===== config.mk =====
export PLATFORM = sky130hd
export DESIGN_NAME = serial_xcvr
export DESIGN_NICKNAME = d
export VERILOG_FILES = /design/src/rtl/sxc_pkg.sv /design/src/rtl/sxc_sync.sv /design/src/rtl/sxc_tx.sv /design/src/rtl/sxc_rx.sv /design/src/rtl/serial_xcvr.sv
export SDC_FILE = /design/constraint.sdc
export NUM_CORES = 1
export LEC_CHECK = 0
export ABC_AREA = 0
export BUFFER_PORTS_ARGS = -buffer_cell sky130_fd_sc_hd__clkbuf_2
export CORE_AREA = 10 10 108 71
export DETAILED_ROUTE_END_ITERATION = 8
export DIE_AREA = 0 0 118 81
export PLACE_DENSITY = 0.94
export SETUP_SLACK_MARGIN = 0.3
export SLEW_MARGIN = 20
export SYNTH_ARGS = -nofsm -noshare
export SYNTH_HDL_FRONTEND = slang
export SYNTH_SLANG_ARGS = --single-unit

===== constraint.sdc =====
create_clock -name clk -period 4.9 [get_ports clk]
set_clock_uncertainty 0.05 [all_clocks]
set_input_delay 0.245 -clock clk [delete_from_list [all_inputs] [get_ports clk]]
set_output_delay 0.245 -clock clk [all_outputs]
set_load 0.01 [all_outputs]

===== src/rtl/sxc_pkg.sv =====
package sxc_pkg;

  typedef enum logic [2:0] {
    PH_IDLE,
    PH_START,
    PH_DATA,
    PH_PAR,
    PH_STOP,
    PH_STOP2,
    PH_BRK
  } phase_e;

  typedef struct packed {
    logic [1:0] len;
    logic       par_en;
    logic       par_odd;
    logic       stop2;
  } frame_cfg_t;

endpackage


===== src/rtl/sxc_sync.sv =====
module sxc_sync #(
  parameter int   STAGES    = 2,
  parameter logic RESET_VAL = 1'b1
) (
  input  logic clk,
  input  logic rst_n,
  input  logic d,
  output logic q
);
  logic [STAGES-1:0] chain;

  generate
    for (genvar i = 0; i < STAGES; i++) begin : g_stage
      always_ff @(posedge clk or negedge rst_n) begin
        if (!rst_n) chain[i] <= RESET_VAL;
        else if (i == 0) chain[i] <= d;
        else chain[i] <= chain[(i == 0) ? 0 : i-1];
      end
    end
  endgenerate

  assign q = chain[STAGES-1];
endmodule


===== src/rtl/sxc_tx.sv =====
module sxc_tx
  import sxc_pkg::*;
#(
  parameter int DATA_W = 8
) (
  input  logic              clk,
  input  logic              rst_n,
  input  logic              tick,
  input  frame_cfg_t        cfg,
  input  logic              in_valid,
  input  logic [DATA_W-1:0] in_data,
  output logic              in_ready,
  output logic              txd
);
  localparam int BIT_W    = $clog2(DATA_W + 1);
  localparam int MIN_BITS = DATA_W - 3;

  phase_e            ph;
  frame_cfg_t        cfg_q;
  logic [DATA_W-1:0] hold_q, sh_q;
  logic              hold_full, par_q, txd_q;
  logic [BIT_W-1:0]  bit_cnt, last_idx;
  logic              frame_end, start_now;

  assign last_idx  = BIT_W'(MIN_BITS - 1) + BIT_W'(cfg_q.len);
  assign frame_end = tick && ((ph == PH_STOP && !cfg_q.stop2) || ph == PH_STOP2);
  assign start_now = tick && hold_full && (ph == PH_IDLE || frame_end);
  assign in_ready  = !hold_full;
  assign txd       = txd_q;

  always_ff @(posedge clk or negedge rst_n) begin
    if (!rst_n) begin
      ph        <= PH_IDLE;
      cfg_q     <= '0;
      hold_q    <= '0;
      sh_q      <= '0;
      hold_full <= 1'b0;
      par_q     <= 1'b0;
      txd_q     <= 1'b1;
      bit_cnt   <= '0;
    end else begin
      if (in_valid && !hold_full) begin
        hold_q    <= in_data;
        hold_full <= 1'b1;
      end
      if (start_now) begin
        sh_q      <= hold_q;
        cfg_q     <= cfg;
        hold_full <= 1'b0;
        par_q     <= 1'b0;
        txd_q     <= 1'b0;
        ph        <= PH_START;
      end else if (tick) begin
        case (ph)
          PH_START: begin
            txd_q   <= sh_q[0];
            par_q   <= sh_q[0];
            sh_q    <= sh_q >> 1;
            bit_cnt <= '0;
            ph      <= PH_DATA;
          end
          PH_DATA: begin
            if (bit_cnt == last_idx) begin
              if (cfg_q.par_en) begin
                txd_q <= par_q ^ cfg_q.par_odd;
                ph    <= PH_PAR;
              end else begin
                txd_q <= 1'b1;
                ph    <= PH_STOP;
              end
            end else begin
              txd_q   <= sh_q[0];
              par_q   <= par_q ^ sh_q[0];
              sh_q    <= sh_q >> 1;
              bit_cnt <= bit_cnt + 1'b1;
            end
          end
          PH_PAR: begin
            txd_q <= 1'b1;
            ph    <= PH_STOP;
          end
          PH_STOP: begin
            txd_q <= 1'b1;
            ph    <= cfg_q.stop2 ? PH_STOP2 : PH_IDLE;
          end
          PH_STOP2: begin
            txd_q <= 1'b1;
            ph    <= PH_IDLE;
          end
          default: begin
            txd_q <= 1'b1;
            ph    <= PH_IDLE;
          end
        endcase
      end
    end
  end

  a_r1_idle_line: assert property (@(posedge clk) disable iff (!rst_n)
    (ph == PH_IDLE) |-> txd);
  a_r2_start_low: assert property (@(posedge clk) disable iff (!rst_n)
    (ph == PH_START) |-> !txd);
  a_r4_stop_high: assert property (@(posedge clk) disable iff (!rst_n)
    (ph == PH_STOP || ph == PH_STOP2) |-> txd);
  a_r5_accept_fills: assert property (@(posedge clk) disable iff (!rst_n)
    (in_valid && in_ready) |=> !in_ready);
  a_r5_start_frees: assert property (@(posedge clk) disable iff (!rst_n)
    start_now |=> (in_ready && !txd));
endmodule


===== src/rtl/sxc_rx.sv =====
module sxc_rx
  import sxc_pkg::*;
#(
  parameter int DATA_W = 8,
  parameter int OSR    = 16
) (
  input  logic              clk,
  input  logic              rst_n,
  input  logic              tick16,
  input  logic              rxd_s,
  input  logic [1:0]        cfg_len,
  input  logic              cfg_par_en,
  input  logic              cfg_par_odd,
  input  logic              out_ready,
  output logic              out_valid,
  output logic [DATA_W-1:0] out_data,
  output logic              par_err,
  output logic              frame_err,
  output logic              overrun
);
  localparam int CNT_W    = $clog2(OSR);
  localparam int BIT_W    = $clog2(DATA_W + 1);
  localparam int MIN_BITS = DATA_W - 3;
  localparam logic [CNT_W-1:0] MID  = CNT_W'(OSR/2 - 1);
  localparam logic [CNT_W-1:0] LAST = CNT_W'(OSR - 1);

  phase_e            ph;
  logic [CNT_W-1:0]  cnt;
  logic [BIT_W-1:0]  bit_cnt, last_idx;
  logic [DATA_W-1:0] sh_q;
  logic [1:0]        len_q;
  logic              pen_q, podd_q, par_acc, pe_q;
  logic              smp, fin;
  logic [BIT_W-1:0]  rshift;

  assign last_idx = BIT_W'(MIN_BITS - 1) + BIT_W'(len_q);
  assign rshift   = BIT_W'(3) - BIT_W'(len_q);
  assign smp      = tick16 && (cnt == LAST);
  assign fin      = smp && (ph == PH_STOP);

  always_ff @(posedge clk or negedge rst_n) begin
    if (!rst_n) begin
      ph        <= PH_IDLE;
      cnt       <= '0;
      bit_cnt   <= '0;
      sh_q      <= '0;
      len_q     <= '0;
      pen_q     <= 1'b0;
      podd_q    <= 1'b0;
      par_acc   <= 1'b0;
      pe_q      <= 1'b0;
      out_valid <= 1'b0;
      out_data  <= '0;
      par_err   <= 1'b0;
      frame_err <= 1'b0;
      overrun   <= 1'b0;
    end else begin
      if (out_valid && out_ready) begin
        out_valid <= 1'b0;
        overrun   <= 1'b0;
      end
      if (fin) begin
        out_valid <= 1'b1;
        out_data  <= sh_q >> rshift;
        par_err   <= pe_q;
        frame_err <= !rxd_s;
        overrun   <= out_valid && !out_ready;
      end
      if (ph == PH_BRK) begin
        if (rxd_s) ph <= PH_IDLE;
      end else if (tick16) begin
        case (ph)
          PH_IDLE: begin
            if (!rxd_s) begin
              ph  <= PH_START;
              cnt <= '0;
            end
          end
          PH_START: begin
            if (cnt == MID) begin
              cnt <= '0;
              if (!rxd_s) begin
                ph      <= PH_DATA;
                bit_cnt <= '0;
                par_acc <= 1'b0;
                pe_q    <= 1'b0;
                len_q   <= cfg_len;
                pen_q   <= cfg_par_en;
                podd_q  <= cfg_par_odd;
              end else begin
                ph <= PH_IDLE;
              end
            end else begin
              cnt <= cnt + 1'b1;
            end
          end
          PH_DATA: begin
            cnt <= cnt + 1'b1;
            if (cnt == LAST) begin
              cnt     <= '0;
              sh_q    <= {rxd_s, sh_q[DATA_W-1:1]};
              par_acc <= par_acc ^ rxd_s;
              if (bit_cnt == last_idx) ph <= pen_q ? PH_PAR : PH_STOP;
              else bit_cnt <= bit_cnt + 1'b1;
            end
          end
          PH_PAR: begin
            cnt <= cnt + 1'b1;
            if (cnt == LAST) begin
              cnt  <= '0;
              pe_q <= (rxd_s != (par_acc ^ podd_q));
              ph   <= PH_STOP;
            end
          end
          PH_STOP: begin
            cnt <= cnt + 1'b1;
            if (cnt == LAST) begin
              cnt <= '0;
              ph  <= rxd_s ? PH_IDLE : PH_BRK;
            end
          end
          default: ph <= PH_IDLE;
        endcase
      end
    end
  end

  a_r10_hold_valid: assert property (@(posedge clk) disable iff (!rst_n)
    (out_valid && !out_ready) |=> out_valid);
  a_r10_overrun_set: assert property (@(posedge clk) disable iff (!rst_n)
    (fin && out_valid && !out_ready) |=> overrun);
  a_r10_read_clears: assert property (@(posedge clk) disable iff (!rst_n)
    (out_valid && out_ready && !fin) |=> (!out_valid && !overrun));
  a_r10_data_stable: assert property (@(posedge clk) disable iff (!rst_n)
    (out_valid && !out_ready && !fin) |=> $stable(out_data));
  a_r9_break_waits: assert property (@(posedge clk) disable iff (!rst_n)
    (ph == PH_BRK && !rxd_s) |=> (ph == PH_BRK));
endmodule


===== src/rtl/serial_xcvr.sv =====
module serial_xcvr
  import sxc_pkg::*;
#(
  parameter int DATA_W = 8,
  parameter int OSR    = 16,
  parameter int SYNC_N = 2
) (
  input  logic              clk,
  input  logic              rst_n,
  input  logic [1:0]        cfg_len,
  input  logic              cfg_par_en,
  input  logic              cfg_par_odd,
  input  logic              cfg_stop2,
  input  logic              tx_tick,
  input  logic              tx_valid,
  output logic              tx_ready,
  input  logic [DATA_W-1:0] tx_data,
  output logic              txd,
  input  logic              rx_tick16,
  input  logic              rxd,
  output logic              rx_valid,
  input  logic              rx_ready,
  output logic [DATA_W-1:0] rx_data,
  output logic              rx_par_err,
  output logic              rx_frame_err,
  output logic              rx_overrun
);
  frame_cfg_t cfg;
  logic       rxd_s;

  assign cfg = '{len: cfg_len, par_en: cfg_par_en, par_odd: cfg_par_odd, stop2: cfg_stop2};

  sxc_tx #(.DATA_W(DATA_W)) u_tx (
    .clk      (clk),
    .rst_n    (rst_n),
    .tick     (tx_tick),
    .cfg      (cfg),
    .in_valid (tx_valid),
    .in_data  (tx_data),
    .in_ready (tx_ready),
    .txd      (txd)
  );

  sxc_sync #(.STAGES(SYNC_N), .RESET_VAL(1'b1)) u_sync (
    .clk   (clk),
    .rst_n (rst_n),
    .d     (rxd),
    .q     (rxd_s)
  );

  sxc_rx #(.DATA_W(DATA_W), .OSR(OSR)) u_rx (
    .clk         (clk),
    .rst_n       (rst_n),
    .tick16      (rx_tick16),
    .rxd_s       (rxd_s),
    .cfg_len     (cfg_len),
    .cfg_par_en  (cfg_par_en),
    .cfg_par_odd (cfg_par_odd),
    .out_ready   (rx_ready),
    .out_valid   (rx_valid),
    .out_data    (rx_data),
    .par_err     (rx_par_err),
    .frame_err   (rx_frame_err),
    .overrun     (rx_overrun)
  );
endmodule


==> flow_summary.yaml <==
run_status:
  status: "completed"
grt:
  grt-ovfl-total: 0
  grt_pass1_wl_mm: 13.1
  grt_pass1_vias: 2726
  grt_max_degree: 71
  antenna_found_initial: 0
  grt_util_all_layers: 0.168
synthesis:
  synth_cell_type_count: 57
  synth_top_area_cell: "dfrtp_1"
  synthTopCellsByCount: "67 x dfrtp_1, 33 x nand2_1, 30 x mux2_2"
  synth.ff_latch_count: 70
  yosysWarnings: 0
  synth_edf_count: 0
  synth_area_per_cell_um2: 10.5
  synth_adder_area_share: 0.0106
  ys.flop_type: "dfrtp_1"
  synthCells: 335
  synth_xor_area_frac: 0.0298
  muxShareOfSynthArea: 0.130
  syn_nets: 358
  synthesis.area_mm2: 0.00353
  synthArstFlopShare: 1.00
  synthTopCellsByArea: "dfrtp_1 48%, mux2_2 9.6%, nand2_1 3.5%"
  ys_seq_area_frac: 0.497
  synth-simple-area-share: 0.121
  synth_top_family_by_area: "compound AO/OA/AOI/OAI gates"
  synth.top_cell.area_share: 0.475
  synth-compound-area-share: 0.164
  yosysMostFrequentCell: "dfrtp_1"
setup_path:
  required_ps: 5090
  path_class: "flop to flop"
  worstPathArrival_ps: 2450
  end_kind: "flop"
  cp_slowest_cell: "nand4_1"
  cp_slowest_stage_delay_ps: 630
  crit_path_cell_trace: "ha_1 > and3_1 > nand4_1 > mux2_2"
  cp_max_fo: 19
  start_kind: "flop"
finish:
  num_antenna_cells: 0
  nets: 387
  syn_to_final_growth_pct: 11.8
  ff_latch_area_mm2: 0.00176
  final_cells: 453
  fill_cells: 418
  multi_input_area_mm2: 0.00161
  drive_gt1_frac: 0.249
floorplanning:
  initial_utilization: 0.605
  io-pin-count: 34
  die_h_um: 81
  die_x_um: 118
  fp-row-count: 22
  coreArea_mm2: 0.00584
  die_area_mm2: 0.00956
drt:
  drtPass1Iterations: 4
  drtAntennaViolNets: 0
  drc: 0
  vias_per_cell: 6.02
  wl_mm: 7.87
  avgRoutedWirePerCell_um: 17.4
  vias: 2728
  drt_iter0_markers: 225
cts:
  cts_buffer_depth: 2
  cts_buffers: 9
  insertion_delay_ps: 360
  cts_tree: "done"
  cts.clk_slew.worst_paths_ps: 80
  cts-root-buf: "clkbuf_8"
  cts_max_level: 3
  cts_sinks: 70
  cts_resized: 0
timing:
  drv_slew: 0
  fin_crit_ps: 2260
  fin_setup_tns_ps: 0
  rsz0062_at_grt: "false"
  tightest_slew_ps: 849
  slew_headroom: 0.434
  finalSetupViolations: 0
  hold_violations: 0
  fmax_mhz: 443
  layout_worst_path_cycle_share: 0.461
power:
  swShare: 0.375
  power_switching_uw: 785
  p_leak_uw: 0.00184
  p_int_uw: 1310
  power.density_mw_per_mm2: 530
  clockPowerShare: 0.250
  pwr-share-seq: 0.441
  power_frac_comb: 0.309
  peakVddDrop_mv: 0.352
placement:
  place.gp.congestion: 0.885
  dp_hpwl_mm: 5.43
  dp_cells: 436
  io_buffers: 33
flow_run:
  max-cap-violations: 0
worst_hold_path:
  worstHoldPathType: "input pin to async pin"
## critical path: cells and delay by family (launching register included)
kind | cells | cell delay [ps]
mux | 1 | 520
simple gates | 2 | 910
fa+ha+maj | 1 | 270
flops | 1 | 400
## layer usage
layer / up-vias / global-route usage / wire length, um
li1: 1262 / - / -
met1: 1329 / 0.200 / 3430
met2: 108 / 0.270 / 3620
met3: 29 / 0.0644 / 598
met4: 0 / 0.0799 / 225
met5: - / 0 / 0
## final timing paths
check	startpoint	end	slack, ps	depth (start not counted)
setup reg to reg	u_rx.cnt[0]	u_rx.out_data[0]	2640	4
min in group clk	rx_ready	u_rx.overrun	20	2
setup / recovery	u_rx.cnt[0]	u_rx.out_data[0]	2640	4
hold reg to reg	u_sync.chain[0]	u_sync.q	310	0
hold / removal	rst_n	u_tx.hold_q[1]	6	2
max in group asynchronous	rst_n	u_tx.cfg_q[0]	4220	2
## cell type report
| type | instances | area share |
|---|---|---|
| Tap cell | 84 | 0.0266 |
| Sequential cell | 70 | 0.445 |
| Clock buffer | 9 | 0.0314 |
| Timing Repair Buffer | 35 | 0.0463 |
| Inverter | 20 | 0.0190 |
| Multi-Input combinational cell | 228 | 0.407 |
| Clock inverter | 7 | 0.0244 |
## power by group through the flow
stage / clock [uW] / combinational (uW) / sequential [uW]
floorplan: 0 / 574 / 834
finish: 522 / 646 / 922
CTS: 528 / 640 / 913
detailed placement: 0 / 628 / 923
global placement: 0 / 589 / 910
global route: 552 / 723 / 939
## placed cells by master (no fill, tap or decap), types with 20 or more instances in the layout
| cell | netlist | layout |
|---|---|---|
| dfrtp_1 | 67 | 67 |
| nand2_1 | 33 | 33 |
| clkbuf_2 | 0 | 32 |
| mux2_2 | 30 | 30 |
| o21ai_0 | 24 | 24 |
| a21oi_1 | 22 | 22 |
| inv_1 | 20 | 20 |
## registers in the layout, indices dropped and copies added (netlist names), 2 cells and up
| register | flops |
|---|---|
| u_rx.cnt | 4 |
| u_rx.bit_cnt | 4 |
| u_tx.hold_q | 8 |
| u_tx.ph | 3 |
| u_rx.len_q | 2 |
| u_tx.cfg_q | 5 |
| u_tx.bit_cnt | 4 |
| u_rx.out_data | 8 |
| u_rx.ph | 3 |
| u_rx.sh_q | 8 |
| u_tx.sh_q | 8 |
## per-stage QoR
step           hold slack (ps)  setup slack, ps   util  area (um2)  power (uW)
2_1_floorplan             -101             2990      -        3530        1410
3_3_place_gp               285             2840  0.637        3710        1500
3_5_place_dp               287             2750  0.637        3710        1550
4_1_cts                   12.4             2690  0.676        3950        2080
5_1_grt                   8.14             2450  0.676        3950        2210
6_report                  6.28             2640  0.676        3950        2090
## what timing repair did
action                    4_1_cts  5_1_grt
hold endpoints to repair        1        0
setup buffers                   0        0
hold buffers                    1        0
## kinds of logic after synthesis
family / count (synthesis)
mux: 41
fa+ha+maj: 3
buf+inv: 37
flops: 70
xor+xnor: 12
compound gates: 88
simple gates: 84
Power figures use the tool's default switching activity.
